$ cat config.mk
export PLATFORM = sky130hd
export DESIGN_NAME = thermal_pi_ctrl
export DESIGN_NICKNAME = d
export VERILOG_FILES = /design/src/rtl/tpi_pkg.sv /design/src/rtl/tpi_hot_select.sv /design/src/rtl/tpi_lpf.sv /design/src/rtl/thermal_pi_ctrl.sv
export SDC_FILE = /design/constraint.sdc
export NUM_CORES = 1
export LEC_CHECK = 0
export BUFFER_PORTS_ARGS = -buffer_cell sky130_fd_sc_hd__buf_2
export CAP_MARGIN = 20
export CELL_PAD_IN_SITES_DETAIL_PLACEMENT = 1
export CELL_PAD_IN_SITES_GLOBAL_PLACEMENT = 2
export CORE_MARGIN = 2
export CORE_UTILIZATION = 37
export CTS_CLUSTER_DIAMETER = 200
export CTS_CLUSTER_SIZE = 16
export DETAILED_ROUTE_END_ITERATION = 7
export PLACE_DENSITY = 0.86
export SYNTH_ARGS = -nofsm -noshare
export SYNTH_HDL_FRONTEND = slang
export SYNTH_SLANG_ARGS = --single-unit
$ cat constraint.sdc
create_clock -name clk_i -period 5.1 [get_ports clk_i]
set_clock_uncertainty 0.2 [all_clocks]
set_input_delay 0.765 -clock clk_i [delete_from_list [all_inputs] [get_ports clk_i]]
set_output_delay 0.765 -clock clk_i [all_outputs]
set_load 0.05 [all_outputs]
$ cat src/rtl/tpi_pkg.sv
package tpi_pkg;
    typedef enum logic [1:0] {
        S_IDLE  = 2'd0,
        S_PI    = 2'd1,
        S_FILT  = 2'd2,
        S_QUANT = 2'd3
    } tpi_state_e;
endpackage

$ cat src/rtl/tpi_hot_select.sv
module tpi_hot_select #(
    parameter int N = 4,
    parameter int W = 8
) (
    input  logic [N*W-1:0] temps_i,
    output logic [W-1:0]   hot_o
);
    always_comb begin
        hot_o = temps_i[W-1:0];
        for (int k = 1; k < N; k++) begin
            if (temps_i[k*W +: W] > hot_o) begin
                hot_o = temps_i[k*W +: W];
            end
        end
    end
endmodule

$ cat src/rtl/tpi_lpf.sv
module tpi_lpf #(
    parameter int W = 8
) (
    input  logic [W-1:0] avg_i,
    input  logic [W-1:0] target_i,
    output logic [W-1:0] avg_next_o
);
    localparam int DW = W + 2;

    logic signed [DW-1:0] diff;
    logic signed [DW-1:0] step;
    logic signed [DW-1:0] sum;

    always_comb begin
        diff = $signed({2'b00, target_i}) - $signed({2'b00, avg_i});
        if (diff > 0) begin
            step = (diff + DW'(3)) >>> 2;
        end else begin
            step = diff >>> 2;
        end
        sum        = $signed({2'b00, avg_i}) + step;
        avg_next_o = W'(sum);
    end
endmodule

$ cat src/rtl/thermal_pi_ctrl.sv
module thermal_pi_ctrl
    import tpi_pkg::*;
#(
    parameter int N_SENS = 4,
    parameter int TW     = 8,
    parameter int LVL_W  = 4,
    parameter int FRAC   = 4,
    parameter int KP     = 10
) (
    input  logic                 clk_i,
    input  logic                 rst_ni,
    input  logic                 en_i,
    input  logic                 strobe_i,
    input  logic [TW-1:0]        thresh_i,
    input  logic [N_SENS*TW-1:0] temps_i,
    output logic [LVL_W-1:0]     level_o,
    output logic                 engaged_o
);
    localparam int U_W     = LVL_W + FRAC;
    localparam int ERR_W   = TW + 1;
    localparam int DEM_W   = ERR_W + $clog2(KP + 1) + 1;
    localparam int LVL_MAX = (1 << LVL_W) - 1;
    localparam int FULL    = LVL_MAX << FRAC;
    localparam logic [U_W-1:0]          FULL_U = U_W'(FULL);
    localparam logic signed [DEM_W-1:0] FULL_S = DEM_W'(FULL);
    localparam logic signed [DEM_W-1:0] KP_S   = DEM_W'(KP);

    tpi_state_e state_q, state_d;

    logic [TW-1:0]             hot;
    logic signed [ERR_W-1:0]   err_d, err_q;
    logic signed [DEM_W-1:0]   err_ext, integ_ext, demand, isum;
    logic [U_W-1:0]            integ_q, integ_next, u_q, u_next, avg_q, avg_next;
    logic                      freeze;
    logic [LVL_W-1:0]          level_q;
    logic                      engaged_q;

    tpi_hot_select #(.N(N_SENS), .W(TW)) i_hot (
        .temps_i (temps_i),
        .hot_o   (hot)
    );

    tpi_lpf #(.W(U_W)) i_lpf (
        .avg_i      (avg_q),
        .target_i   (u_q),
        .avg_next_o (avg_next)
    );

    // error, demand and integrator arithmetic
    always_comb begin
        err_d     = $signed({1'b0, hot}) - $signed({1'b0, thresh_i});
        err_ext   = DEM_W'(err_q);
        integ_ext = $signed({{(DEM_W-U_W){1'b0}}, integ_q});
        demand    = err_ext * KP_S + integ_ext;
        if (demand <= 0) begin
            u_next = '0;
        end else if (demand >= FULL_S) begin
            u_next = FULL_U;
        end else begin
            u_next = U_W'(demand);
        end
        isum = integ_ext + err_ext;
        if (isum <= 0) begin
            integ_next = '0;
        end else if (isum >= FULL_S) begin
            integ_next = FULL_U;
        end else begin
            integ_next = U_W'(isum);
        end
        freeze = ((u_q == FULL_U) && (err_q > 0)) || ((u_q == '0) && (err_q < 0));
    end

    // next-state logic
    always_comb begin
        state_d = state_q;
        unique case (state_q)
            S_IDLE:  if (strobe_i) state_d = S_PI;
            S_PI:    state_d = S_FILT;
            S_FILT:  state_d = S_QUANT;
            S_QUANT: state_d = S_IDLE;
        endcase
    end

    // state register
    always_ff @(posedge clk_i or negedge rst_ni) begin
        if (!rst_ni) begin
            state_q <= S_IDLE;
        end else if (!en_i) begin
            state_q <= S_IDLE;
        end else begin
            state_q <= state_d;
        end
    end

    // loop datapath registers
    always_ff @(posedge clk_i or negedge rst_ni) begin
        if (!rst_ni) begin
            err_q   <= '0;
            integ_q <= '0;
            u_q     <= '0;
            avg_q   <= '0;
        end else if (!en_i) begin
            err_q   <= '0;
            integ_q <= '0;
            u_q     <= '0;
            avg_q   <= '0;
        end else begin
            unique case (state_q)
                S_IDLE: if (strobe_i) err_q <= err_d;
                S_PI: begin
                    u_q <= u_next;
                    if (!freeze) integ_q <= integ_next;
                end
                S_FILT:  avg_q <= avg_next;
                S_QUANT: ;
            endcase
        end
    end

    // output registers
    always_ff @(posedge clk_i or negedge rst_ni) begin
        if (!rst_ni) begin
            level_q   <= '0;
            engaged_q <= 1'b0;
        end else if (!en_i) begin
            level_q   <= '0;
            engaged_q <= 1'b0;
        end else if (state_q == S_QUANT) begin
            level_q   <= avg_q[U_W-1:FRAC];
            engaged_q <= |avg_q[U_W-1:FRAC];
        end
    end

    assign level_o   = level_q;
    assign engaged_o = engaged_q;

    // assertions
    a_r6_engaged_level: assert property (@(posedge clk_i) disable iff (!rst_ni)
        engaged_q == (level_q != '0));

    a_r4_integ_hold: assert property (@(posedge clk_i) disable iff (!rst_ni)
        (en_i && state_q == S_PI && u_q == FULL_U && err_q > 0)
        |=> ($stable(integ_q) || integ_q == '0));

    a_r7_level_only_in_quant: assert property (@(posedge clk_i) disable iff (!rst_ni)
        (state_q != S_QUANT) |=> ($stable(level_q) || level_q == '0));

    a_r7_sequence: assert property (@(posedge clk_i) disable iff (!rst_ni)
        (en_i && state_q == S_PI) |=> (state_q == S_FILT || state_q == S_IDLE));

    a_r8_disabled_clear: assert property (@(posedge clk_i) disable iff (!rst_ni)
        !en_i |=> (level_q == '0 && !engaged_q && state_q == S_IDLE));

    a_r5_avg_toward_target: assert property (@(posedge clk_i) disable iff (!rst_ni)
        (en_i && state_q == S_FILT && u_q >= avg_q)
        |=> ((avg_q <= $past(u_q) && avg_q >= $past(avg_q)) || avg_q == '0));
endmodule

# Word level (Yosys, flattened, before mapping)
# Index checks and enable logic that the tools add are counted.
# totals
regBits	40
inputBits	44
out_inout_bits	5
word_cells	68
# op_classes
add_sub_neg	6
mul	1
order_cmp	10
eq_ne	11
muxes	25
n_reduce_logical	8
# ops
op	count
8-bit two-way mux	15
9-bit two-way mux	3
8-bit greater-than comparator	3
9-bit by 1-bit greater-than comparator with 1-bit output (second input constant)	2
8-bit by 8-bit subtractor with 9-bit output	2
14-bit by 9-bit adder with 14-bit output	1
14-bit by 9-bit greater-or-equal comparator with 1-bit output (second input constant)	1
14-bit by 1-bit <= comparator with 1-bit output (second input constant)	1
9-bit by 4-bit multiplier with 13-bit output (second input constant)	1
9-bit by 3-bit adder with 10-bit output (second input constant)	1
9-bit by 9-bit adder with 10-bit output	1
10-bit by 9-bit greater-or-equal comparator with 1-bit output (second input constant)	1
10-bit by 1-bit <= comparator with 1-bit output (second input constant)	1
2-bit by 1-bit inequality test with 1-bit output (second input constant)	5
9-bit by 1-bit less-than comparator with 1-bit output (second input constant)	1
8-bit adder	1
8-bit == test (second input constant)	1
8-bit logical NOT	1
4-bit two-way mux	2
2-bit case mux with 4 select lines	1
2-bit == test (second input constant)	2
2-bit two-way mux	2
2-bit AND reduction	2
4-bit OR reduction	1
other kinds (7)	9

# Longest topological paths before layout
# Gate-level depths: netlist of the first run.
# logic_depth
depth_word	10
mapped_depth	40
ltp_nobuf	38

# By module
# From an unflattened synthesis of the first run, not the netlist that was laid out.
# unflattened
cells_unflattened	618
area_unflattened_um2	5290.1
# modules_own_cells
module	instances	cells_each	area_per_inst_um2	seq_area_each_um2
thermal_pi_ctrl	1	379	3484.6	1001.0
tpi_hot_select	1	142	992.2	0.0
tpi_lpf	1	97	813.3	0.0

# Worst setup path after synthesis of the first run
# No wires, ideal clock.
# synth_timing
path_type	input -> register
from	input temps_i[1]
to	register err_q[8]
setup_time_ns	0.132
arrival_time_ns	6.947
required_time_ns	4.768
slack_ns	-2.179
stages	35
path_buffers	2
cell_sequence	inv_1 ha_1 nor2b_1 o21a_1 o21a_1 o21ai_1 nand3b_1 nand2_1 mux2i_1 ha_1 nor2b_1 o21a_1 o21a_1 o21ai_1 nand3b_1 nand2_1 buf_1 mux2_2 ha_1 a21o_1 a21o_1 o21a_1 o21a_1 clkbuf_1 a221o_1 ha_1 fa_1 nor2b_1 o21ai_1 a21boi_1 o21ai_1 a21boi_1 o21ai_0 a22oi_1 nor2_1
# synth_via
elab_chain_len	10
# synth_lines
element	line	rtl
start, declared	thermal_pi_ctrl.sv:15	input logic [N_SENS*TW-1:0] temps_i,
8-bit greater-than comparator	tpi_hot_select.sv:11	if (temps_i[k*W +: W] > hot_o) begin
8-bit two-way mux (*)	tpi_hot_select.sv:11	
8-bit greater-than comparator	tpi_hot_select.sv:11	
8-bit two-way mux (*)	tpi_hot_select.sv:11	
8-bit greater-than comparator	tpi_hot_select.sv:11	
8-bit two-way mux (*)	tpi_hot_select.sv:11	
8-bit by 8-bit subtractor with 9-bit output (*)	thermal_pi_ctrl.sv:51	err_d = $signed({1'b0, hot}) - $signed({1'b0, thresh_i});
9-bit two-way mux (*)	thermal_pi_ctrl.sv:109	S_IDLE: if (strobe_i) err_q <= err_d;
9-bit two-way mux (*)	thermal_pi_ctrl.sv:108	unique case (state_q)
9-bit two-way mux (*)	thermal_pi_ctrl.sv:102	end else if (!en_i) begin
end signal, assigned	thermal_pi_ctrl.sv:109	
end, declared	thermal_pi_ctrl.sv:31	logic signed [ERR_W-1:0] err_d, err_q;
# Mark *: on every way between the ends. The rest lies on a longest branch, timed or not. The select of a mux whose other input is x is not followed.
# A chain may end at the register's enable or synchronous reset.

# Worst setup path after layout of the first run
# layout_timing
from	input temps_i[1]
to	register err_q[7]
# The elaborated chain is that of the path after synthesis.

==> results of run 1 <==
-- worst paths after layout --
path	startpoint	endpoint	slack, ns	depth (start not counted)
worst max register to register	u_q[0]	avg_q[7]	0.69	19
min in group asynchronous	rst_ni	avg_q[0]	0.43	1
worst min register to register	level_o[0]	level_o[0]	0.33	2
max in group asynchronous	rst_ni	integ_q[2]	3.68	1
worst min-delay path	level_o[0]	level_o[0]	0.33	2
worst max-delay path	temps_i[1]	err_q[7]	-1.58	38
-- per-stage QoR --
step                cells  setup WS (ns)  power, W  hold WS [ns]
floorplan             581          -1.54   0.00222         0.269
global placement      846          -1.74   0.00268         0.301
detailed placement    846          -2.02   0.00279         0.317
CTS                   864          -1.39   0.00331         0.335
global route          870          -1.93   0.00374         0.368
finish                871          -1.58   0.00340         0.328
-- flip-flops by register name, indices dropped and copies added, names as in the netlist --
| name | cells |
|---|---|
| avg_q | 8 |
| engaged_o | 1 |
| err_q | 9 |
| integ_q | 8 |
| level_o | 4 |
| state_q | 2 |
| u_q | 8 |
-- kinds of logic (layout without fill, tap and decap cells) --
logic type,after synthesis,count (layout),synth area share (%)
simple gates,167,167,17.1
compound gates,143,143,21.2
fa+ha+maj,90,90,23.4
buf+inv,77,190,5.89
flops,40,40,20.0
xor+xnor,34,34,6.11
mux,30,30,6.21
other cells,0,1,0
-- per-layer routing --
metal / share of wire, % / wire (um) / vias to the layer above / track usage (%)
met3: 2.5 / 382 / 23 / 2.50
li1: - / - / 2318 / -
met4: 1.8 / 271 / 0 / 4.19
met2: 53 / 8010 / 71 / 41.3
met5: 0 / 0 / - / 0
met1: 43 / 6440 / 2334 / 25.3
-- cell usage after synthesis, types with 9 or more instances --
library cell / count / share of area (%)
xor2_1: 13 / 2.3
o21a_1: 13 / 2.0
nor2b_1: 11 / 1.4
nand2_1: 34 / 2.6
inv_1: 63 / 4.7
dfrtp_1: 40 / 20
ha_1: 83 / 21
nor2_1: 51 / 3.8
xnor2_1: 20 / 3.5
nor3_1: 11 / 1.1
o21ai_1: 15 / 1.5
nand4_1: 9 / 1.1
mux2i_1: 22 / 4.4
a21oi_1: 28 / 2.8
and2_1: 9 / 1.1
a21o_1: 18 / 2.7
-- final cells by class --
type / instances / share of cell area [%]
clock inverters: 2 / 0.542
well taps: 176 / 3.40
clock buffers: 6 / 1.99
repair buffers: 116 / 12.5
diodes: 1 / 0.0387
flip-flops and latches: 40 / 15.5
multi-input cells: 464 / 62.0
inverters: 66 / 4.02
-- power by group through the flow --
| stage | logic (W) | clock network, W | registers (W) |
|---|---|---|---|
| after floorplan | 0.00175 | 0 | 0.000470 |
| after global placement | 0.00218 | 0 | 0.000505 |
| after detailed placement | 0.00227 | 0 | 0.000512 |
| after CTS | 0.00244 | 0.000366 | 0.000507 |
| after global routing | 0.00284 | 0.000380 | 0.000520 |
| final | 0.00254 | 0.000359 | 0.000505 |
-- worst max-delay path: cells and delay by family --
family / cells / cell delay (ns)
adders and majority gates: 4 / 1.00
and+or+nand+nor: 10 / 1.04
AOI/OAI and AO/OA: 17 / 2.74
muxes: 2 / 0.49
buffers and inverters: 5 / 0.55
-- what timing repair did --
action | CTS | global route
resized for setup | 34 | 22
setup endpoints to repair | 9 | 9
pin swaps | 28 | 19
buffers inserted | 17 | 6
-- placed cells by master, fill, tap and decap left out, types with 5 or more instances in the layout --
cell / instances
dfrtp_1: 40
buf_2: 47
nor3_1: 9
mux2_2: 7
nand2b_1: 5
fa_1: 5
buf_6: 5
and3_1: 6
inv_1: 62
xnor2_1: 19
xor2_1: 12
buf_4: 61
nor2b_1: 7
a21oi_1: 25
and2_1: 8
o21ai_0: 7
a21o_1: 18
a211oi_1: 8
nand3_1: 8
a221o_1: 6
o21a_1: 12
o21ai_2: 5
nor2_1: 48
ha_4: 8
clkbuf_16: 5
nand4_1: 9
nand2_1: 32
a222oi_1: 6
mux2i_1: 17
ha_1: 73
o21ai_1: 12
==> impl_metrics.json, run 1 <==
{
  "slew_viol_final": 0,
  "path_clk_slew_ns": 0.06,
  "cp.required_ns": 5.04,
  "fin_setup_tns_ns": -11.73,
  "p_per_area_nw_per_um2": 526,
  "start_kind": "input port",
  "holdCritPathClass": "reg -> reg",
  "ys_warn_count": 0,
  "rsz0062_at_grt": "yes",
  "status": "finished with violations",
  "final_antenna_net_count": 0,
  "wl_per_cell_um": 17.3,
  "p_int_w": 0.00182,
  "syn_area_per_cell_um2": 8.60,
  "io_pins": 49,
  "cp_max_fo": 6,
  "async_reset_ff_share_pct": 100,
  "crit_type": "in -> reg",
  "cap_violations": 0,
  "p_clk_share_pct": 10.6,
  "num_vias": 4746,
  "dr.pass1.iters": 4,
  "io_buffers": 48,
  "routabilityCongestion": 0.888,
  "p_sw_share_pct": 46.6,
  "endpoint_kind": "register",
  "multi_input_area_um2": 4010,
  "die_h_um": 120,
  "worst_pin_slew_ns": 0.952,
  "holdBufCountCts": 0,
  "grt_max_degree": 41,
  "synthesis.area_um2": 4990,
  "gr-total-overflow": 0,
  "fin_util_pct": 49.0,
  "regArea_um2": 1000,
  "cts_max_path_buffers": 2,
  "grt_pass1_wl_um": 25300,
  "power_switching_w": 0.00158,
  "arrival_ns": 6.62,
  "clk_latency_ns": 0.28,
  "slowest_stage": "ha_1",
  "vias_per_cell": 5.45,
  "critPathMaxStageDelay_ns": 0.31,
  "finalCriticalPeriod_ns": 6.68,
  "ys.flop_type": "dfrtp_1",
  "grt_antenna_before_repair": 1,
  "leakage_nw": 3.27,
  "wl_um": 15100,
  "design_area_um2": 6470,
  "setup_viol": 9,
  "hold_viol": 0,
  "drt_iter0_markers": 221,
  "rows": 42,
  "die_w_um": 120,
  "synth_nets": 714,
  "grt_pass1_vias": 5268,
  "clock-sinks": 40,
  "finalWorstSetupSlack_ns": -1.58,
  "syn_inst": 581,
  "ys_seq_area_share_pct": 20.0,
  "drive_above_1_share_pct": 28.8,
  "slew-limit-headroom_pct": 36.6,
  "dp_hpwl_um": 11300,
  "die-area_um2": 14400,
  "placed_area_um2": 5860,
  "ys_types": 70,
  "nNetsFinal": 826,
  "start_util_pct": 37.9,
  "max_freq_ghz": 0.150,
  "numCtsBuffers": 5,
  "cts_root_buf": "clkbuf_16",
  "drc_errors": 0,
  "nFillCells": 1564,
  "area_growth_pct": 29.5,
  "ir_drop_v": 0.000194,
  "violations": "setup timing",
  "p_seq_share_pct": 14.9,
  "htree_levels": 2,
  "cts_tree": "yes",
  "power.share.combinational_pct": 74.6,
  "crit_top_cell": "o21a_1",
  "core_um2": 13200,
  "synth-seq-cells": 40,
  "track_usage_pct": 21.4,
  "post-route-period-util_pct": 131,
  "synth_edf_count": 0
}
No activity file was read; power rests on OpenSTA's default activity.
==> run 2: changes to the inputs <==
ABC_AREA = 0   (was default)
BUFFER_PORTS_ARGS = default   (was -buffer_cell sky130_fd_sc_hd__buf_2)
CORE_UTILIZATION = 40   (was 37)
DONT_BUFFER_PORTS = 1   (was default)
==> impl_metrics.json, run 2 (synthesis gave the netlist of run 1 again) <==
{
  "area_growth_pct": 21.0,
  "placed_area_um2": 5460,
  "critPathMaxStageDelay_ns": 0.38,
  "start_util_pct": 41.2,
  "cp_max_fo": 8,
  "grt_max_degree": 41,
  "p_per_area_nw_per_um2": 549,
  "slew_viol_final": 0,
  "finalCriticalPeriod_ns": 6.51,
  "r2r_cells": 19,
  "numCtsBuffers": 5,
  "reg2reg_to": "avg_q[7]",
  "drc_errors": 0,
  "cts_max_path_buffers": 2,
  "gr-total-overflow": 0,
  "grt_pass1_vias": 4730,
  "clk_latency_ns": 0.29,
  "track_usage_pct": 21.3,
  "design_area_um2": 6050,
  "io_buffers": 0,
  "htree_levels": 2,
  "pre_cts_ws_ns": -1.82,
  "cts_root_buf": "clkbuf_16",
  "power.share.combinational_pct": 73.7,
  "largest_reg_flops": 9,
  "path_clk_slew_ns": 0.06,
  "path_delay_family": "compound AO/OA/AOI/OAI gates",
  "nNetsFinal": 755,
  "core_um2": 12100,
  "ir_drop_v": 0.000167,
  "drive_above_1_share_pct": 20.5,
  "slew-limit-headroom_pct": 41.6,
  "status": "finished with violations",
  "power_switching_w": 0.00154,
  "grt_pass1_wl_um": 23000,
  "arrival_ns": 6.46,
  "post-route-period-util_pct": 128,
  "holdCritPathClass": "in -> async",
  "hold_viol": 0,
  "cts_tree": "yes",
  "die_w_um": 116,
  "clock-sinks": 40,
  "grt_antenna_before_repair": 0,
  "routabilityCongestion": 0.818,
  "final_common_cell": "ha_1",
  "wl_per_cell_um": 17.5,
  "rows": 40,
  "layout_common_cells": "ha_1, inv_1, nor2_1",
  "die_h_um": 116,
  "endpoint_kind": "register",
  "die-area_um2": 13400,
  "cap_violations": 0,
  "slowest_stage": "a221o_1",
  "p_sw_share_pct": 46.4,
  "p_clk_share_pct": 11.0,
  "num_vias": 4461,
  "p_seq_share_pct": 15.3,
  "dr.pass1.iters": 4,
  "finalWorstSetupSlack_ns": -1.41,
  "start_kind": "input port",
  "antenna_cells": 0,
  "cp.required_ns": 5.05,
  "io_pins": 49,
  "largest_register": "err_q",
  "max_freq_ghz": 0.154,
  "reg2reg_slack_ns": 0.85,
  "rsz0062_at_grt": "yes",
  "setup_viol": 9,
  "drt_iter0_markers": 161,
  "p_int_w": 0.00178,
  "dp_hpwl_um": 11000,
  "final_antenna_net_count": 0,
  "timing.rr.start": "u_q[0]",
  "wl_um": 13800,
  "vias_per_cell": 5.64,
  "critPathBufInv": 1,
  "crit_type": "in -> reg",
  "violations": "setup timing",
  "leakage_nw": 2.98,
  "crit_top_cell": "o21a_1",
  "worst_pin_slew_ns": 0.862
}
[run 2: power by group through the flow]
stage / registers [W] / logic [W] / clock network (W)
after floorplan: 0.000470 / 0.00175 / 0
after global placement: 0.000512 / 0.00213 / 0
after detailed placement: 0.000518 / 0.00222 / 0
after CTS: 0.000512 / 0.00237 / 0.000368
after global routing: 0.000523 / 0.00274 / 0.000384
final: 0.000509 / 0.00245 / 0.000364
[run 2: area by class of cell]
type                       instances  area, um^2
timing repair buffer              45         399
fill                            1454        6070
sequential                        40        1000
clock buffer                       5         125
clock inverter                     3        42.5
multi-input combinational        464        4010
inverter                          66         260
tap                              168         210
[run 2: metal layers]
metal  track usage [%]  routed length [um]  up-vias
met4              4.52                 229        0
met5                 0                   0        -
met1              25.4                5880     2208
met2              40.2                7290       64
li1                  -                   -     2171
met3              3.35                 405       18
[run 2: metrics by stage]
stage	utilization, %	setup TNS [ns]	hold slack (ns)	total power [W]	instances
2_1_floorplan	-	-10.76	0.269	0.00222	581
3_3_place_gp	45.1	-11.37	0.270	0.00264	769
3_5_place_dp	45.1	-13.20	0.270	0.00274	769
4_1_cts	48.7	-9.55	0.127	0.00325	786
5_1_grt	49.9	-12.71	0.125	0.00365	791
6_report	49.9	-10.52	0.0992	0.00332	791
[run 2: worst max path at each step]
stage	cells after the start	from	slack, ns	endpoint
after floorplan	38	temps_i[1]	-1.54	err_q[8]
after global placement	36	temps_i[1]	-1.58	err_q[8]
after detailed placement	33	temps_i[6]	-1.82	err_q[8]
after CTS	36	temps_i[1]	-1.33	err_q[8]
after global routing	37	temps_i[1]	-1.69	err_q[5]
final	36	temps_i[1]	-1.41	err_q[8]
[run 2: timing repair]
action                                  in CTS  in global routing
pin swaps                                   23                  9
resized for setup                           39                 24
setup buffers                                9                  5
endpoints found under the setup margin       9                  9
hold endpoints to repair                    40                  0
hold buffers                                 1                  0
